===== config.mk =====
export PLATFORM = sky130hd
export DESIGN_NAME = acc_exec_unit
export DESIGN_NICKNAME = d
export VERILOG_FILES = /design/src/rtl/acc_exec_pkg.sv /design/src/rtl/acc_arith.sv /design/src/rtl/acc_cond.sv /design/src/rtl/acc_bitops.sv /design/src/rtl/acc_exec_unit.sv
export SDC_FILE = /design/constraint.sdc
export NUM_CORES = 1
export LEC_CHECK = 0
export CAP_MARGIN = 20
export CORE_ASPECT_RATIO = 1.5
export CORE_UTILIZATION = 47
export DETAILED_ROUTE_END_ITERATION = 16
export PLACE_DENSITY = 0.82
export SETUP_SLACK_MARGIN = 0.1
export SLEW_MARGIN = 20
export SYNTH_ARGS = -nofsm -noshare
export SYNTH_HDL_FRONTEND = slang
export SYNTH_SLANG_ARGS = --single-unit

===== constraint.sdc =====
create_clock -name clk -period 3.66 [get_ports clk]
set_clock_uncertainty 0.05 [all_clocks]
set_input_delay 1.098 -clock clk [delete_from_list [all_inputs] [get_ports clk]]
set_output_delay 1.098 -clock clk [all_outputs]
set_load 0.02 [all_outputs]

===== src/rtl/acc_exec_pkg.sv =====
package acc_exec_pkg;

    typedef enum logic [3:0] {
        OP_SUM   = 4'd0,
        OP_SUMC  = 4'd1,
        OP_DIFC  = 4'd2,
        OP_AND   = 4'd3,
        OP_OR    = 4'd4,
        OP_XOR   = 4'd5,
        OP_TSTZ  = 4'd6,
        OP_EQ    = 4'd7,
        OP_EQMI  = 4'd8,
        OP_NE    = 4'd9,
        OP_GT    = 4'd10,
        OP_NIBNE = 4'd11,
        OP_DECSZ = 4'd12,
        OP_SETB  = 4'd13,
        OP_CLRB  = 4'd14,
        OP_TSTB  = 4'd15
    } alu_op_e;

    typedef enum logic {
        ST_IDLE = 1'b0,
        ST_HOLD = 1'b1
    } hold_st_e;

endpackage


===== src/rtl/acc_arith.sv =====
module acc_arith
    import acc_exec_pkg::*;
#(
    parameter int DW = 8
) (
    input  alu_op_e         op,
    input  logic [DW-1:0]   a,
    input  logic [DW-1:0]   m,
    input  logic            c_in,
    input  logic            hc_in,
    output logic [DW-1:0]   sum,
    output logic            c_o,
    output logic            hc_o
);
    localparam int NW = DW / 2;

    logic [DW-1:0] m_eff;
    logic          cin;
    logic          upd;
    logic [DW:0]   full;
    logic [NW:0]   low;

    // subtraction adds the inverted operand; carry-in only for the flag forms
    always_comb begin
        m_eff = (op == OP_DIFC) ? ~m : m;
        upd   = (op == OP_SUMC) || (op == OP_DIFC);
        cin   = upd ? c_in : 1'b0;
        full  = {1'b0, a} + {1'b0, m_eff} + {{DW{1'b0}}, cin};
        low   = {1'b0, a[NW-1:0]} + {1'b0, m_eff[NW-1:0]} + {{NW{1'b0}}, cin};
        sum   = full[DW-1:0];
        c_o   = upd ? full[DW] : c_in;
        hc_o  = upd ? low[NW]  : hc_in;
    end
endmodule


===== src/rtl/acc_cond.sv =====
module acc_cond
    import acc_exec_pkg::*;
#(
    parameter int DW = 8
) (
    input  alu_op_e               op,
    input  logic [DW-1:0]         a,
    input  logic [DW-1:0]         m,
    input  logic [DW-1:0]         imm,
    input  logic [DW/2-1:0]       b_lo,
    output logic [DW-1:0]         logic_res,
    output logic                  skip
);
    localparam int NW = DW / 2;

    always_comb begin
        unique case (op)
            OP_AND:  logic_res = a & m;
            OP_OR:   logic_res = a | m;
            OP_XOR:  logic_res = a ^ m;
            default: logic_res = a;
        endcase
    end

    // "run next only if" group skips on a false test; zero test skips on zero
    always_comb begin
        unique case (op)
            OP_TSTZ:  skip = ((a & imm) == '0);
            OP_EQ:    skip = (a != m);
            OP_EQMI:  skip = (m != imm);
            OP_NE:    skip = (a == m);
            OP_GT:    skip = !(a > m);
            OP_NIBNE: skip = (b_lo == imm[NW-1:0]);
            default:  skip = 1'b0;
        endcase
    end
endmodule


===== src/rtl/acc_bitops.sv =====
module acc_bitops
    import acc_exec_pkg::*;
#(
    parameter int DW = 8,
    parameter int BW = $clog2(DW)
) (
    input  alu_op_e         op,
    input  logic [DW-1:0]   a,
    input  logic [DW-1:0]   m,
    input  logic [BW-1:0]   sel,
    input  logic            src_mem,
    output logic [DW-1:0]   mem_res,
    output logic            skip
);
    logic [DW-1:0] mask;
    logic [DW-1:0] dec;
    logic [DW-1:0] tsrc;

    always_comb begin
        mask = '0;
        mask[sel] = 1'b1;
        dec  = m - {{(DW-1){1'b0}}, 1'b1};
        tsrc = src_mem ? m : a;
    end

    always_comb begin
        unique case (op)
            OP_DECSZ: begin
                mem_res = dec;
                skip    = (dec == '0);
            end
            OP_SETB: begin
                mem_res = m | mask;
                skip    = 1'b0;
            end
            OP_CLRB: begin
                mem_res = m & ~mask;
                skip    = 1'b0;
            end
            OP_TSTB: begin
                mem_res = m;
                skip    = !tsrc[sel];
            end
            default: begin
                mem_res = m;
                skip    = 1'b0;
            end
        endcase
    end
endmodule


===== src/rtl/acc_exec_unit.sv =====
module acc_exec_unit
    import acc_exec_pkg::*;
#(
    parameter int DW = 8,
    parameter int NW = DW / 2,
    parameter int BW = $clog2(DW)
) (
    input  logic            clk,
    input  logic            rst_n,
    input  logic            in_valid,
    input  logic [3:0]      op_in,
    input  logic [DW-1:0]   acc_in,
    input  logic [DW-1:0]   opnd_in,
    input  logic [DW-1:0]   imm_in,
    input  logic [NW-1:0]   breg_lo_in,
    input  logic [BW-1:0]   bit_sel,
    input  logic            bit_src,
    input  logic            c_in,
    input  logic            hc_in,
    output logic            out_valid,
    output logic [DW-1:0]   res_acc,
    output logic [DW-1:0]   res_mem,
    output logic            wr_acc,
    output logic            wr_mem,
    output logic            c_out,
    output logic            hc_out,
    output logic            skip_out
);
    alu_op_e       op;
    hold_st_e      state, state_nxt;

    logic [DW-1:0] ar_sum, lg_res, bt_mem;
    logic          ar_c, ar_hc, cd_skip, bt_skip;

    logic [DW-1:0] acc_n, mem_n;
    logic          wra_n, wrm_n;

    logic [DW-1:0] acc_q, mem_q;
    logic          wra_q, wrm_q, c_q, hc_q, skip_q;

    assign op = alu_op_e'(op_in);

    acc_arith #(.DW(DW)) u_arith (
        .op(op), .a(acc_in), .m(opnd_in), .c_in(c_in), .hc_in(hc_in),
        .sum(ar_sum), .c_o(ar_c), .hc_o(ar_hc)
    );

    acc_cond #(.DW(DW)) u_cond (
        .op(op), .a(acc_in), .m(opnd_in), .imm(imm_in), .b_lo(breg_lo_in),
        .logic_res(lg_res), .skip(cd_skip)
    );

    acc_bitops #(.DW(DW), .BW(BW)) u_bits (
        .op(op), .a(acc_in), .m(opnd_in), .sel(bit_sel), .src_mem(bit_src),
        .mem_res(bt_mem), .skip(bt_skip)
    );

    // destination select
    always_comb begin
        unique case (op)
            OP_SUM, OP_SUMC, OP_DIFC: begin
                acc_n = ar_sum;
                wra_n = 1'b1;
            end
            OP_AND, OP_OR, OP_XOR: begin
                acc_n = lg_res;
                wra_n = 1'b1;
            end
            default: begin
                acc_n = acc_in;
                wra_n = 1'b0;
            end
        endcase
        wrm_n = (op == OP_DECSZ) || (op == OP_SETB) || (op == OP_CLRB);
        mem_n = bt_mem;
    end

    // state register
    always_ff @(posedge clk) begin
        if (!rst_n) state <= ST_IDLE;
        else        state <= state_nxt;
    end

    // transitions: ACCEPT, CHAIN, DRAIN, WAIT
    always_comb begin
        unique case (state)
            ST_IDLE: state_nxt = in_valid ? ST_HOLD : ST_IDLE;
            ST_HOLD: state_nxt = in_valid ? ST_HOLD : ST_IDLE;
            default: state_nxt = ST_IDLE;
        endcase
    end

    // output stage
    always_ff @(posedge clk) begin
        if (!rst_n) begin
            acc_q  <= '0;
            mem_q  <= '0;
            wra_q  <= 1'b0;
            wrm_q  <= 1'b0;
            c_q    <= 1'b0;
            hc_q   <= 1'b0;
            skip_q <= 1'b0;
        end else if (in_valid) begin
            acc_q  <= acc_n;
            mem_q  <= mem_n;
            wra_q  <= wra_n;
            wrm_q  <= wrm_n;
            c_q    <= ar_c;
            hc_q   <= ar_hc;
            skip_q <= cd_skip | bt_skip;
        end
    end

    assign out_valid = (state == ST_HOLD);
    assign res_acc   = acc_q;
    assign res_mem   = mem_q;
    assign c_out     = c_q;
    assign hc_out    = hc_q;
    assign wr_acc    = out_valid & wra_q;
    assign wr_mem    = out_valid & wrm_q;
    assign skip_out  = out_valid & skip_q;

endmodule


======== Word level (Yosys, flattened, before mapping) ========
Cells that the tools add are included.
cells by class
  $add $sub $neg .......................... 5
  order comparisons ....................... 3
  eq/ne operators ......................... 19
  muxes and demuxes ....................... 16
  bitwise gates (word level) .............. 12
  reductions and logical operators ........ 12
operators by type and width
  cell                                                                count
  8-bit case mux with 3 select lines                                  2
  4-bit == test, second input constant                                8
  8-bit AND                                                           3
  4-bit by 3-bit == test with 1-bit output, second input constant     4
  8-bit logical NOT                                                   2
  8-bit two-way mux                                                   2
  8-bit != test                                                       2
  8-bit NOT                                                           2
  8-bit bitwise OR                                                    2
  8-bit case mux with 2 select lines                                  1
  8-bit by 8-bit adder with 9-bit output                              1
  9-bit by 1-bit adder with 9-bit output                              1
  4-bit by 2-bit == test with 1-bit output, second input constant     2
  8-bit == test                                                       1
  8-bit > comparator                                                  1
  8-bit by 1-bit subtractor with 8-bit output, second input constant  1
  8-bit bitwise XOR                                                   1
  1-bit two-way mux                                                   7
  1-bit case mux with 6 select lines                                  1
  3-bit OR reduction                                                  2
  6-bit OR reduction                                                  1
  4-bit by 4-bit adder with 5-bit output                              1
  5-bit by 1-bit adder with 5-bit output                              1
  4-bit by 1-bit == test with 1-bit output, second input constant     1
  12 further kinds                                                    17
word-level totals
  flip-flop bits (word level) ............. 22
  input bits .............................. 41
  output and inout bits ................... 22
  logic and storage cells ................. 75

======== Depth between registers and ports, before layout ========
  depth after elaboration ................. 7
  mapped depth ............................ 12
  depth with buffers taken out ............ 12

======== Hierarchy ========
Synthesis repeated with hierarchy kept, for this count alone.
unflattened totals
  cell total of the unflattened synthesis .. 379
  area, all modules ....................... 3,062.9 µm²
modules (own cells, without submodules)
  module         instances  cells each  area an instance (µm²)  seq. area each (µm²)
  acc_exec_unit  1          99          965.9                   440.4
  acc_cond       1          124         905.9                   0.0
  acc_bitops     1          99          698.2                   0.0
  acc_arith      1          57          493.0                   0.0

======== Worst setup path before layout ========
Ideal clock, no wire load.
  kind .................................... input-to-reg
  start ................................... input port op_in[3]
  end ..................................... register acc_q[6], in the netlist res_acc[6]
  data arrival time ....................... 3,331 ps
  required time ........................... 3,478 ps
  path slack .............................. 147 ps
  stages .................................. 12
  cells stage by stage .................... buf_2 -> nor3_4 -> xnor2_1 -> fa_1 -> inv_1 -> fa_1 -> nor2b_1 -> o21ai_1 -> nand2b_1 -> a311o_1 -> a31oi_1 -> a21oi_1
between the ends
  cells in the longest elaborated chain, start to end .. 5
ends and longest elaborated chain
  element                                                                                               RTL line                                               source
  start, declared                                                                                       acc_exec_unit.sv:11                                    input logic [3:0] op_in,
  4-bit by 2-bit == test with 1-bit output or 4-bit by 1-bit == test with 1-bit output (tied branches)  acc_arith.sv:25, acc_arith.sv:26, acc_exec_unit.sv:60
  8-bit two-way mux or 1-bit logical OR (tied branches)                                                 acc_arith.sv:25, acc_arith.sv:26
  8-bit by 8-bit adder with 9-bit output or 1-bit two-way mux (tied branches)                           acc_arith.sv:28, acc_arith.sv:27
  9-bit by 1-bit adder with 9-bit output                                                                acc_arith.sv:28                                        full = {1'b0, a} + {1'b0, m_eff} + {{DW{1'b0}}, cin};
  8-bit case mux with 2 select lines *                                                                  acc_exec_unit.sv:60                                    unique case (op)
  end signal, assigned                                                                                  acc_exec_unit.sv:104                                   acc_q <= acc_n;
  end, declared                                                                                         acc_exec_unit.sv:38                                    logic [DW-1:0] acc_q, mem_q;
Every way passes the cells marked *; elsewhere a longest branch is shown, timed or not.
A chain may end at the register's enable or synchronous reset.

======== Worst setup path in the final report ========
  start ................................... input port op_in[3]
  end ..................................... register c_q, in the netlist c_out
between the ends
  cells in the longest elaborated chain, start to end .. 5
ends and longest elaborated chain
  element                                                                                               RTL line                          source
  4-bit by 2-bit == test with 1-bit output or 4-bit by 1-bit == test with 1-bit output (tied branches)  acc_arith.sv:25, acc_arith.sv:26
  8-bit two-way mux or 1-bit logical OR (tied branches)                                                 acc_arith.sv:25, acc_arith.sv:26
  8-bit by 8-bit adder with 9-bit output or 1-bit two-way mux (tied branches)                           acc_arith.sv:28, acc_arith.sv:27
  9-bit by 1-bit adder with 9-bit output                                                                acc_arith.sv:28
  1-bit two-way mux *                                                                                   acc_arith.sv:31                   c_o = upd ? full[DW] : c_in;
  end signal, assigned                                                                                  acc_exec_unit.sv:108              c_q <= ar_c;
  end, declared                                                                                         acc_exec_unit.sv:39               logic wra_q, wrm_q, c_q, hc_q, skip_q;
Marks and branches as above.

==> results.json <==
{
  "status": "completed",
  "postSynthCellCount": 373,
  "synth_top_cell_by_area": "dfxtp_1",
  "maxSlewHeadroom_pct": 53.3,
  "portBuffers": 62,
  "r2r_start": "res_acc[7]$_SDFFE_PN0P_",
  "antenna_cells": 0,
  "synth_edf_count": 0,
  "worstMarginPinSlew_ps": 695,
  "rsz0062_at_grt": "yes",
  "dp_hpwl_mm": 8.32,
  "period_share_pct": 94.9,
  "crit_path_max_incr_delay_ps": 500,
  "h-tree-depth": 1,
  "setup_tns_ps": 0,
  "arrival_ps": 3580,
  "switching_share_pct": 35.5,
  "hp-start": "res_mem[7]$_SDFFE_PN0P_",
  "numCtsBuffers": 3,
  "vias": 3258,
  "gp_congestion": 0.936,
  "dp_cells": 526,
  "hold_buffers": 0,
  "p_switching_uw": 338,
  "grt_use_met1_pct": 36.9,
  "antenna_found_initial": 0,
  "avgRoutedWirePerCell_um": 19.9,
  "ys_ff_latch": 22,
  "netlist_top_cells_count": "nand2_1, ha_1, o21ai_0, inv_1, a21oi_1",
  "endpoint_kind": "flip-flop",
  "instances_no_fill": 535,
  "core.rowCount": 34,
  "cts_max_path_buffers": 2,
  "multi_input_area_mm2": 0.00218,
  "whs_path_depth": 2,
  "utilization_pct": 67.4,
  "numClockSinks": 22,
  "pre_cts_slack_ps": -187,
  "cts_tree": "done",
  "hp-class": "reg -> reg",
  "reg2reg_to": "res_acc[7]$_SDFFE_PN0P_",
  "io_pins": 63,
  "globalRouteMet2Util_pct": 65.2,
  "syn_area_per_cell_um2": 7.48,
  "finalHoldViolCount": 0,
  "top_usage_layer": "met2",
  "synth_area_leaders": "dfxtp_1, ha_1, xnor2_1",
  "maxCapViolations": 0,
  "drt_iter0_markers": 269,
  "crit_path_cell_trace": "clkdlybuf4s50_1, nor3_4, buf_6, buf_12, buf_4, xnor2_1, ha_1, and3_1, a211o_1, a211oi_2, o31ai_1",
  "final_antenna_net_count": 0,
  "cts-root-buf": "clkbuf_8",
  "synth_top_area_share_pct": 15.8,
  "viasPerCell": 6.09,
  "yosysMostFrequentCell": "nand2_1",
  "grt_pass1_vias": 3243,
  "p_comb_share_pct": 47.5,
  "leakage_nw": 1.67,
  "power.density_mw_per_mm2": 246,
  "grtUsageTotal_pct": 34.9,
  "grt-ovfl-total": 0,
  "fin_crit_ps": 3470,
  "setup_viol": 0,
  "critPathMaxFanout": 6,
  "slew_viol_final": 0,
  "synth_warnings": 0,
  "r2r_cells": 3,
  "criticalPathCategory": "in -> reg",
  "synthFlopType": "dfxtp_1",
  "seqCellArea_um2": 440,
  "p_int_uw": 614,
  "ys_seq_area_share_pct": 15.8,
  "total_power_uw": 952,
  "dieHeight_um": 96.4,
  "cp_top_family": "buffers and inverters",
  "crit_required_ps": 3760,
  "clk_latency_ps": 260,
  "power_frac_seq_pct": 28.0,
  "pwr-share-clk_pct": 24.5,
  "r2r_slack_ps": 2550,
  "ys_types": 56,
  "use_met3_pct": 5.57,
  "grt_max_degree": 30,
  "max_clock_freq_mhz": 288,
  "core_area_mm2": 0.00574,
  "nets": 540,
  "hold_end": "res_mem[7]$_SDFFE_PN0P_",
  "die_w_um": 64.9,
  "setup_slack_ps": 187,
  "drc": 0,
  "vdd_drop_max_mv": 0.270,
  "startpoint_type": "input port",
  "cp_num_buf_inv": 4,
  "die_area_mm2": 0.00626,
  "drt_first_pass_iters": 4,
  "syn_to_final_growth_pct": 38.8,
  "wirelength_mm": 10.6,
  "syn_nets": 449,
  "drive_gt1_share_pct": 14.9,
  "syn_area_mm2": 0.00279,
  "crit_slowest_cell": "clkdlybuf4s50_1",
  "initial_core_util_pct": 48.6,
  "async_flop_share_pct": 0,
  "cts.clk_slew.worst_paths_ps": 90,
  "num-fill-cells": 532,
  "grt_pass1_wl_mm": 16.2
}
[per-layer routing]
| metal | wire, um | vias to the layer above |
|---|---|---|
| li1 | - | 1520 |
| met1 | 3920 | 1548 |
| met2 | 5670 | 146 |
| met3 | 588 | 44 |
| met4 | 473 | 0 |
| met5 | 0 | - |
[how the worst max path moves through the flow]
stage	from	end	slack (ps)	cells past startpoint
6_report	op_in[3]	c_out$_SDFFE_PN0P_	190	11
3_5_place_dp	op_in[1]	res_acc[6]$_SDFFE_PN0P_	-190	13
3_3_place_gp	op_in[1]	res_acc[6]$_SDFFE_PN0P_	-120	13
2_1_floorplan	op_in[3]	res_acc[6]$_SDFFE_PN0P_	150	12
5_1_grt	op_in[3]	res_acc[7]$_SDFFE_PN0P_	90	11
4_1_cts	op_in[1]	res_acc[6]$_SDFFE_PN0P_	110	13
[metrics by stage]
step                      cell area, um2  hold WS (ps)
after global routing                3870           449
after CTS                           3780           426
after detailed placement            3700           412
after floorplan                     2790           400
final                               3870           428
after global placement              3700           414
[power groups by stage]
stage / Clock [mW] / Combinational, mW / Sequential [mW]
floorplan: 0 / 0.217 / 0.290
global placement: 0 / 0.429 / 0.271
detailed placement: 0 / 0.433 / 0.272
CTS: 0.235 / 0.439 / 0.266
global route: 0.244 / 0.488 / 0.268
finish: 0.233 / 0.453 / 0.267
[final cells by class]
cell class | instances | share of cell area, %
Clock buffer | 3 | 1.07
Clock inverter | 1 | 0.775
Inverter | 28 | 2.78
Multi-Input combinational cell | 302 | 56.4
Sequential cell | 22 | 11.4
Tap cell | 72 | 2.33
Timing Repair Buffer | 107 | 25.3
[timing repair]
item / CTS / global route
endpoints found under the setup margin: 2 / 7
resized for setup: 1 / 11
pin swaps: 0 / 5
setup buffers: 1 / 4
[flip-flops by register name, summed over array words and instances, names as in the netlist]
register	flops
res_mem	8
wrm_q	1
hc_out	1
res_acc	8
c_out	1
wra_q	1
out_valid	1
skip_q	1
[layout by cell type, fill, tap and decap left out, drive strengths merged, types with 5 or more instances in the layout]
| cell type | instances |
|---|---|
| nor2b | 7 |
| nand3 | 10 |
| nor4 | 7 |
| mux2i | 5 |
| a21oi | 24 |
| clkdlybuf4s50 | 60 |
| xor2 | 6 |
| buf | 45 |
| nor3 | 13 |
| inv | 28 |
| o21ai | 32 |
| a31oi | 7 |
| and2 | 6 |
| ha | 33 |
| nand4 | 5 |
| xnor2 | 23 |
| dfxtp | 22 |
| nand2b | 5 |
| nor2 | 18 |
| a22oi | 6 |
| nand2 | 40 |
| a221oi | 5 |
[kinds of logic after synthesis]
| group | count (synthesis) | synth area share (%) |
|---|---|---|
| xor+xnor | 29 | 9.10 |
| mux | 9 | 4.62 |
| simple gates | 119 | 20.9 |
| compound gates | 110 | 25.8 |
| flops | 22 | 15.8 |
| fa+ha+maj | 35 | 16.2 |
| buf+inv | 49 | 7.49 |
[worst reg2reg max path, cell delays in order (launching register included)]
cell and delay [ps]:
dfxtp_1 320, o21ai_0 270, nor3_1 90, a211o_1 290
(Power assumes the default switching activity.)
